**src/rtl/prio_bus_pkg.sv**
```systemverilog
package prio_bus_pkg;

   // Way of finding the lowest-index requester.
   typedef enum logic {
      ARB_SCAN = 1'b0,   // priority loop
      ARB_TWOS = 1'b1    // isolate lowest set bit by two's complement
   } arb_style_e;

   // Way of steering slave read data back to the winner.
   typedef enum logic {
      RET_ANDOR = 1'b0,  // AND-OR over per-slave compares
      RET_INDEX = 1'b1   // indexed table padded to the full nibble span
   } ret_style_e;

   // Conventional roles of master slots (lowest index wins).
   localparam int unsigned MST_LOADER = 0;
   localparam int unsigned MST_DEBUG  = 1;
   localparam int unsigned MST_LSU    = 2;

endpackage

```
**src/rtl/prio_pick.sv**
```systemverilog
module prio_pick
   import prio_bus_pkg::*;
#(
   parameter int unsigned N     = 4,
   parameter arb_style_e  STYLE = ARB_SCAN,
   localparam int unsigned IW   = (N > 1) ? $clog2(N) : 1
) (
   input  logic [N-1:0]  req_i,
   output logic [N-1:0]  gnt_o,
   output logic [IW-1:0] idx_o,
   output logic          any_o
);

   generate
      if (STYLE == ARB_TWOS) begin : g_twos
         assign gnt_o = req_i & (~req_i + N'(1));
      end else begin : g_scan
         always_comb begin
            gnt_o = '0;
            for (int i = N - 1; i >= 0; i--) begin
               if (req_i[i]) begin
                  gnt_o    = '0;
                  gnt_o[i] = 1'b1;
               end
            end
         end
      end
   endgenerate

   always_comb begin
      idx_o = '0;
      for (int i = 0; i < N; i++) begin
         if (gnt_o[i]) idx_o = idx_o | IW'(i);
      end
   end

   assign any_o = |req_i;

endmodule

```
**src/rtl/master_fwd.sv**
```systemverilog
module master_fwd #(
   parameter int unsigned NM = 4,
   parameter int unsigned AW = 32,
   parameter int unsigned DW = 32
) (
   input  logic [NM-1:0]    gnt_i,
   input  logic [NM-1:0]    we_i,
   input  logic [NM*AW-1:0] addr_i,
   input  logic [NM*DW-1:0] wdata_i,
   output logic [AW-1:0]    addr_o,
   output logic [DW-1:0]    wdata_o,
   output logic             we_o
);

   always_comb begin
      addr_o  = '0;
      wdata_o = '0;
      we_o    = 1'b0;
      for (int m = 0; m < NM; m++) begin
         addr_o  = addr_o  | (addr_i[m*AW +: AW]  & {AW{gnt_i[m]}});
         wdata_o = wdata_o | (wdata_i[m*DW +: DW] & {DW{gnt_i[m]}});
         we_o    = we_o    | (we_i[m] & gnt_i[m]);
      end
   end

endmodule

```
**src/rtl/slave_sel.sv**
```systemverilog
module slave_sel #(
   parameter int unsigned SEL_W = 4,
   parameter int unsigned NS    = 6
) (
   input  logic [SEL_W-1:0] nib_i,
   output logic [NS-1:0]    hit_o
);

   genvar s;
   generate
      for (s = 0; s < NS; s++) begin : g_hit
         assign hit_o[s] = (nib_i == SEL_W'(s));
      end
   endgenerate

endmodule

```
**src/rtl/resp_ret.sv**
```systemverilog
module resp_ret
   import prio_bus_pkg::*;
#(
   parameter int unsigned NM    = 4,
   parameter int unsigned NS    = 6,
   parameter int unsigned DW    = 32,
   parameter int unsigned SEL_W = 4,
   parameter ret_style_e  STYLE = RET_ANDOR
) (
   input  logic [NS*DW-1:0] s_rdata_i,
   input  logic [SEL_W-1:0] nib_i,
   input  logic [NM-1:0]    gnt_i,
   output logic [NM*DW-1:0] m_rdata_o
);

   localparam int unsigned SPAN = 1 << SEL_W;

   logic [DW-1:0] picked;

   generate
      if (STYLE == RET_INDEX) begin : g_index
         logic [DW-1:0] tbl [SPAN];
         for (genvar k = 0; k < SPAN; k++) begin : g_tbl
            if (k < NS) begin : g_live
               assign tbl[k] = s_rdata_i[k*DW +: DW];
            end else begin : g_void
               assign tbl[k] = '0;
            end
         end
         assign picked = tbl[nib_i];
      end else begin : g_andor
         always_comb begin
            picked = '0;
            for (int s = 0; s < NS; s++) begin
               picked = picked |
                        (s_rdata_i[s*DW +: DW] & {DW{nib_i == SEL_W'(s)}});
            end
         end
      end
   endgenerate

   genvar m;
   generate
      for (m = 0; m < NM; m++) begin : g_ret
         assign m_rdata_o[m*DW +: DW] = gnt_i[m] ? picked : '0;
      end
   endgenerate

endmodule

```
**src/rtl/prio_bus_xbar.sv**
```systemverilog
module prio_bus_xbar
   import prio_bus_pkg::*;
#(
   parameter int unsigned NUM_MASTERS = 4,
   parameter int unsigned NUM_SLAVES  = 6,
   parameter int unsigned ADDR_W      = 32,
   parameter int unsigned DATA_W      = 32,
   parameter int unsigned SEL_W       = 4,
   parameter arb_style_e  ARB_STYLE   = ARB_SCAN,
   parameter ret_style_e  RET_STYLE   = RET_ANDOR
) (
   input  logic [NUM_MASTERS-1:0]        m_req,
   input  logic [NUM_MASTERS-1:0]        m_we,
   input  logic [NUM_MASTERS*ADDR_W-1:0] m_addr,
   input  logic [NUM_MASTERS*DATA_W-1:0] m_wdata,
   output logic [NUM_MASTERS-1:0]        m_gnt,
   output logic [NUM_MASTERS*DATA_W-1:0] m_rdata,
   output logic [ADDR_W-1:0]             s_addr,
   output logic [DATA_W-1:0]             s_wdata,
   output logic [NUM_SLAVES-1:0]         s_we,
   input  logic [NUM_SLAVES*DATA_W-1:0]  s_rdata,
   output logic                          hold
);

   localparam int unsigned IDX_W     = (NUM_MASTERS > 1) ? $clog2(NUM_MASTERS) : 1;
   localparam int unsigned FETCH_IDX = NUM_MASTERS - 1;
   localparam int unsigned SEL_SPAN  = 1 << SEL_W;

   generate
      if (NUM_MASTERS < 2) begin : g_chk_nm
         $error("prio_bus_xbar: at least two masters are needed");
      end
      if (SEL_W < 1 || SEL_W > ADDR_W) begin : g_chk_sel
         $error("prio_bus_xbar: SEL_W must lie within the address");
      end
      if (NUM_SLAVES < 1 || NUM_SLAVES > SEL_SPAN) begin : g_chk_ns
         $error("prio_bus_xbar: slave count exceeds the select span");
      end
   endgenerate

   logic [IDX_W-1:0] win_idx;
   logic             win_any;
   logic             fwd_we;
   logic [SEL_W-1:0] sel_nib;
   logic [NUM_SLAVES-1:0] slave_hit;

   prio_pick #(
      .N     (NUM_MASTERS),
      .STYLE (ARB_STYLE)
   ) u_pick (
      .req_i (m_req),
      .gnt_o (m_gnt),
      .idx_o (win_idx),
      .any_o (win_any)
   );

   master_fwd #(
      .NM (NUM_MASTERS),
      .AW (ADDR_W),
      .DW (DATA_W)
   ) u_fwd (
      .gnt_i   (m_gnt),
      .we_i    (m_we),
      .addr_i  (m_addr),
      .wdata_i (m_wdata),
      .addr_o  (s_addr),
      .wdata_o (s_wdata),
      .we_o    (fwd_we)
   );

   assign sel_nib = s_addr[ADDR_W-1 -: SEL_W];

   slave_sel #(
      .SEL_W (SEL_W),
      .NS    (NUM_SLAVES)
   ) u_sel (
      .nib_i (sel_nib),
      .hit_o (slave_hit)
   );

   assign s_we = fwd_we ? slave_hit : '0;

   resp_ret #(
      .NM    (NUM_MASTERS),
      .NS    (NUM_SLAVES),
      .DW    (DATA_W),
      .SEL_W (SEL_W),
      .STYLE (RET_STYLE)
   ) u_ret (
      .s_rdata_i (s_rdata),
      .nib_i     (sel_nib),
      .gnt_i     (m_gnt),
      .m_rdata_o (m_rdata)
   );

   assign hold = win_any && (win_idx != IDX_W'(FETCH_IDX));

endmodule

```
**config.mk**
```make
export PLATFORM = sky130hd
export DESIGN_NAME = prio_bus_xbar
export DESIGN_NICKNAME = d
export VERILOG_FILES = /design/src/rtl/prio_bus_pkg.sv /design/src/rtl/prio_pick.sv /design/src/rtl/master_fwd.sv /design/src/rtl/slave_sel.sv /design/src/rtl/resp_ret.sv /design/src/rtl/prio_bus_xbar.sv
export SDC_FILE = /design/constraint.sdc
export NUM_CORES = 1
export LEC_CHECK = 0
export BUFFER_PORTS_ARGS = -buffer_cell sky130_fd_sc_hd__buf_2
export CAP_MARGIN = 25
export CORE_AREA = 3 3 257 259
export DETAILED_ROUTE_END_ITERATION = 12
export DIE_AREA = 0 0 260 262
export REMOVE_ABC_BUFFERS = 1
export SLEW_MARGIN = 20
export SYNTH_ARGS = -nofsm -noshare
export SYNTH_HDL_FRONTEND = slang
export SYNTH_SLANG_ARGS = --single-unit
```
**constraint.sdc**
```tcl
create_clock -name vclk -period 2.8
set_clock_uncertainty 0.15 [all_clocks]
set_input_delay 0.42 -clock vclk [all_inputs]
set_output_delay 0.42 -clock vclk [all_outputs]
set_load 0.05 [all_outputs]
```
==> results.md <==
Outcome:
- The flow ran to the end, but the final reports show violations.
- The final reports fail on negative setup slack.

Route:
- For this run, the detailed router's first-pass iteration total came to 5.
- In the final routed layout, each cell accounts on average for 27.0 µm.
- For this block, the initial DRC count from the detailed router was 811.
- The final route contains 12.5k vias.
- Summed over all layers, the routed wires come to 70200 µm.
- The final antenna-violating net count is 0.
- The DRC violation count after routing is 0.
- After detailed routing, the number of vias per cell comes to 4.80.

Layout:
- Cells with a size suffix above 1 make up 74.9% of the layout.
- The final layout net count is 2199.
- The layout has 6616 filler cells.
- The leading cell type in the layout, fill and taps excluded is sky130_fd_sc_hd__buf_2.
- The number of sequential cells in the layout is 0.
- The final design utilization is 27.4%.
- The clock buffers instantiated in the layout total 0.
- From synthesis to final layout, the design area changed by 225%.
- The combined area of the multi-input logic cells is 7380 µm².
- The area used by sequential logic in the layout is 0 µm².
- In the layout the commonest cells are 486 x sky130_fd_sc_hd__buf_2, 217 x sky130_fd_sc_hd__buf_4, 168 x sky130_fd_sc_hd__buf_6.
- After routing the design area is 17600 µm².

Power:
- The internal power is 1.71 mW.
- Net switching is 55.4% of the power.
- The analysis attributes to net switching a power of 2.12 mW.
- The combinational share of power is 100.0%.
- For this design the ratio of total power to cell area is 218 nW/µm².
- Summed over all cells, the static leakage comes to 7.34 nW.
- VDD sags by at most 0.116 mV.
- The relative contribution of sequential cells to total power is 0%.
- The share of total power dissipated in the clock network is 0%.

Worst hold path:
- The instance count along the most critical hold path is 4.
- The class of the tightest hold or removal check is input port to primary output.
- The worst hold path terminates at s_wdata[5].
- The launch point of the worst hold path is m_wdata[101].

Worst setup path:
- The critical path in this run is classified as input port to primary output.
- The data required time at the worst endpoint is 2.23 ns.
- The highest fanout seen on the critical path is 5.
- The type of element capturing the critical path is a primary output.
- Data arrives at the worst endpoint at 2.59 ns.
- The worst setup path is launched from an input port.

Timing:
- Setup violations remaining at the end of the flow were counted as 130.
- After layout, the minimum clock period comes to 3.16 ns.
- The worst path setup slack after routing is -0.365 ns.
- The post-route fraction of the period consumed by the critical path is 113%.
- Setup repair after global routing could not meet its margin everywhere.
- The number of hold-slack violations in the final timing report is 0.
- The highest attainable clock frequency is 316 MHz.
- At the pin with the least slew margin, the transition time is 0.782 ns.
- The number of slew-limit violations in the final report was 0.
- Headroom to the max-slew limit came out at 47.8%.

Placement:
- The area after detailed placement is 12500 µm².
- The congestion estimate from routability-driven global placement came to 0.917.
- At the placement stage, the worst setup path has a slack of -0.530 ns.
- The number of buffer cells added on primary ports is 659.
- Summed over all nets, the half-perimeter wirelength after detailed placement is 46100 µm.

Global routing:
- The met2 usage in global routing is 30.2%.
- The via count of the first global-routing pass is 11.8k.
- The met1 usage in global routing is 20.5%.
- Entering global routing, the biggest net connects 90 pins.
- The overall overflow remaining after global route is 0.
- The fraction of met3 tracks used by global routing is 4.94%.
- The wire length of the first global-routing pass is 86400 µm.
- The initial antenna violation count is 24.
- The total global-route track usage is 17.7%.
- The global-route layer with the greatest usage is met2.

Run:
- The count of max-cap constraint violations is 0.

Die:
- The full die area is 68100 µm².
- Pin placement for this block handled 659 I/O pins.
- The core region is 64100 µm².
- The initial standard-cell utilization of the core is 8.43%.
- From left edge to right edge, the die measures 260 µm.
- The number of rows created at floorplan is 93.
- The die outline height is 262 µm.

Synthesis:
- After synthesis, the largest area contributor takes up 18.9% of total cell area.
- The post-synthesis cell type count is 39.
- Each instance of the synthesized netlist takes up on average 6.45 µm².
- The yosys synthesis warning count is 0.
- The share of the Yosys chip area taken by registers is 0%.
- In the synthesized netlist, the number of instances is 838.
- sky130_fd_sc_hd__a22oi_1 takes more of the synthesized area than any other cell.
- The post-synthesis instance area is 5410 µm².
- After synthesis, the cell types taking the most area are sky130_fd_sc_hd__a22oi_1 19%, sky130_fd_sc_hd__o21ai_0 11%, sky130_fd_sc_hd__o221ai_1 10%, sky130_fd_sc_hd__a21boi_0 7.8%, sky130_fd_sc_hd__and3_1 7.5%.
==> area by class of cell <==
type                       count  share of cell area (%)
antenna                       10                   0.142
tap                          855                    6.08
timing repair buffer        1023                    51.6
multi-input combinational    712                    42.0
inverter                       6                   0.156
==> metal layers <==
layer / vias to the layer above / wire [µm]
li1: 5381 / -
met5: - / 110
met4: 14 / 3790
met1: 5888 / 25500
met2: 991 / 33200
met3: 247 / 7580
==> what timing repair did <==
action,in CTS,in global routing
endpoints found under the setup margin,149,135
buffers inserted,51,51
pin swaps,101,98
hold buffers,0,0
resized for setup,516,283
gates cloned,25,4
hold endpoints to repair,0,0
==> Yosys cell counts (all sizes together) <==
master,instances
nand2b,2
nand4bb,2
nand3b,4
nor3b,2
o221ai,64
o22ai,64
nor4b,1
o32ai,32
a22oi,154
a21oi,5
a21boi,64
nor2,68
nor3,5
a211oi,1
a311o,3
o21a,1
a32oi,2
inv,6
or3,1
and2b,1
a32o,29
and2,2
and3,65
nand2,8
a21o,1
buf,39
a22o,1
nand3,2
clkbuf,81
o21ai,125
nor2b,3
==> per-stage QoR <==
stage                     hold slack [ns]  instances  power, mW  TNS (ns)
after global placement               1.12       2481       2.70    -51.97
final                                1.09       2606       3.83    -31.44
after detailed placement             1.12       2481       2.71    -53.64
after global routing                 1.15       2600       3.99    -38.93
after CTS                            1.12       2553       3.42    -26.06
after floorplan                     0.690        718       1.22   -677.71
==> logic make-up (layout without fill, tap and decap cells) <==
logic type             count (synthesis)  in the layout  synth area share (%)
AO/OA/AOI/OAI                        546            546                  74.0
buffers and inverters                126           1029                  9.65
other                                  0             10                     0
AND/OR/NAND/NOR                      166            166                  16.4
==> worst max-delay path, stage by stage <==
cell and delay (ns):
sky130_fd_sc_hd__buf_12 0.11, sky130_fd_sc_hd__nor4b_4 0.36, sky130_fd_sc_hd__buf_6 0.18, sky130_fd_sc_hd__buf_6 0.09
sky130_fd_sc_hd__buf_6 0.09, sky130_fd_sc_hd__o21ai_2 0.04, sky130_fd_sc_hd__and3_4 0.22, sky130_fd_sc_hd__buf_12 0.15
sky130_fd_sc_hd__buf_16 0.14, sky130_fd_sc_hd__a22oi_2 0.29, sky130_fd_sc_hd__buf_4 0.19, sky130_fd_sc_hd__o221ai_4 0.11
sky130_fd_sc_hd__buf_6 0.17
==> power groups by stage <==
stage	combinational [mW]	sequential (mW)	clock (mW)
6_report	3.83	0	0.000000483
5_1_grt	3.99	0	0.000000192
4_1_cts	3.42	0	0
3_5_place_dp	2.71	0	0
3_3_place_gp	2.70	0	0
2_1_floorplan	1.22	0	0
==> worst max-delay path by stage <==
| stage | from | to | slack, ns |
|---|---|---|---|
| 2_1_floorplan | m_req[0] | m_rdata[126] | -4.47 |
| 3_3_place_gp | m_req[1] | m_rdata[91] | -0.52 |
| 3_5_place_dp | m_req[1] | m_rdata[91] | -0.53 |
| 4_1_cts | m_req[1] | m_rdata[5] | -0.31 |
| 5_1_grt | m_req[2] | m_rdata[109] | -0.45 |
| 6_report | m_req[2] | m_rdata[109] | -0.36 |
Power figures use the tool's default switching activity.
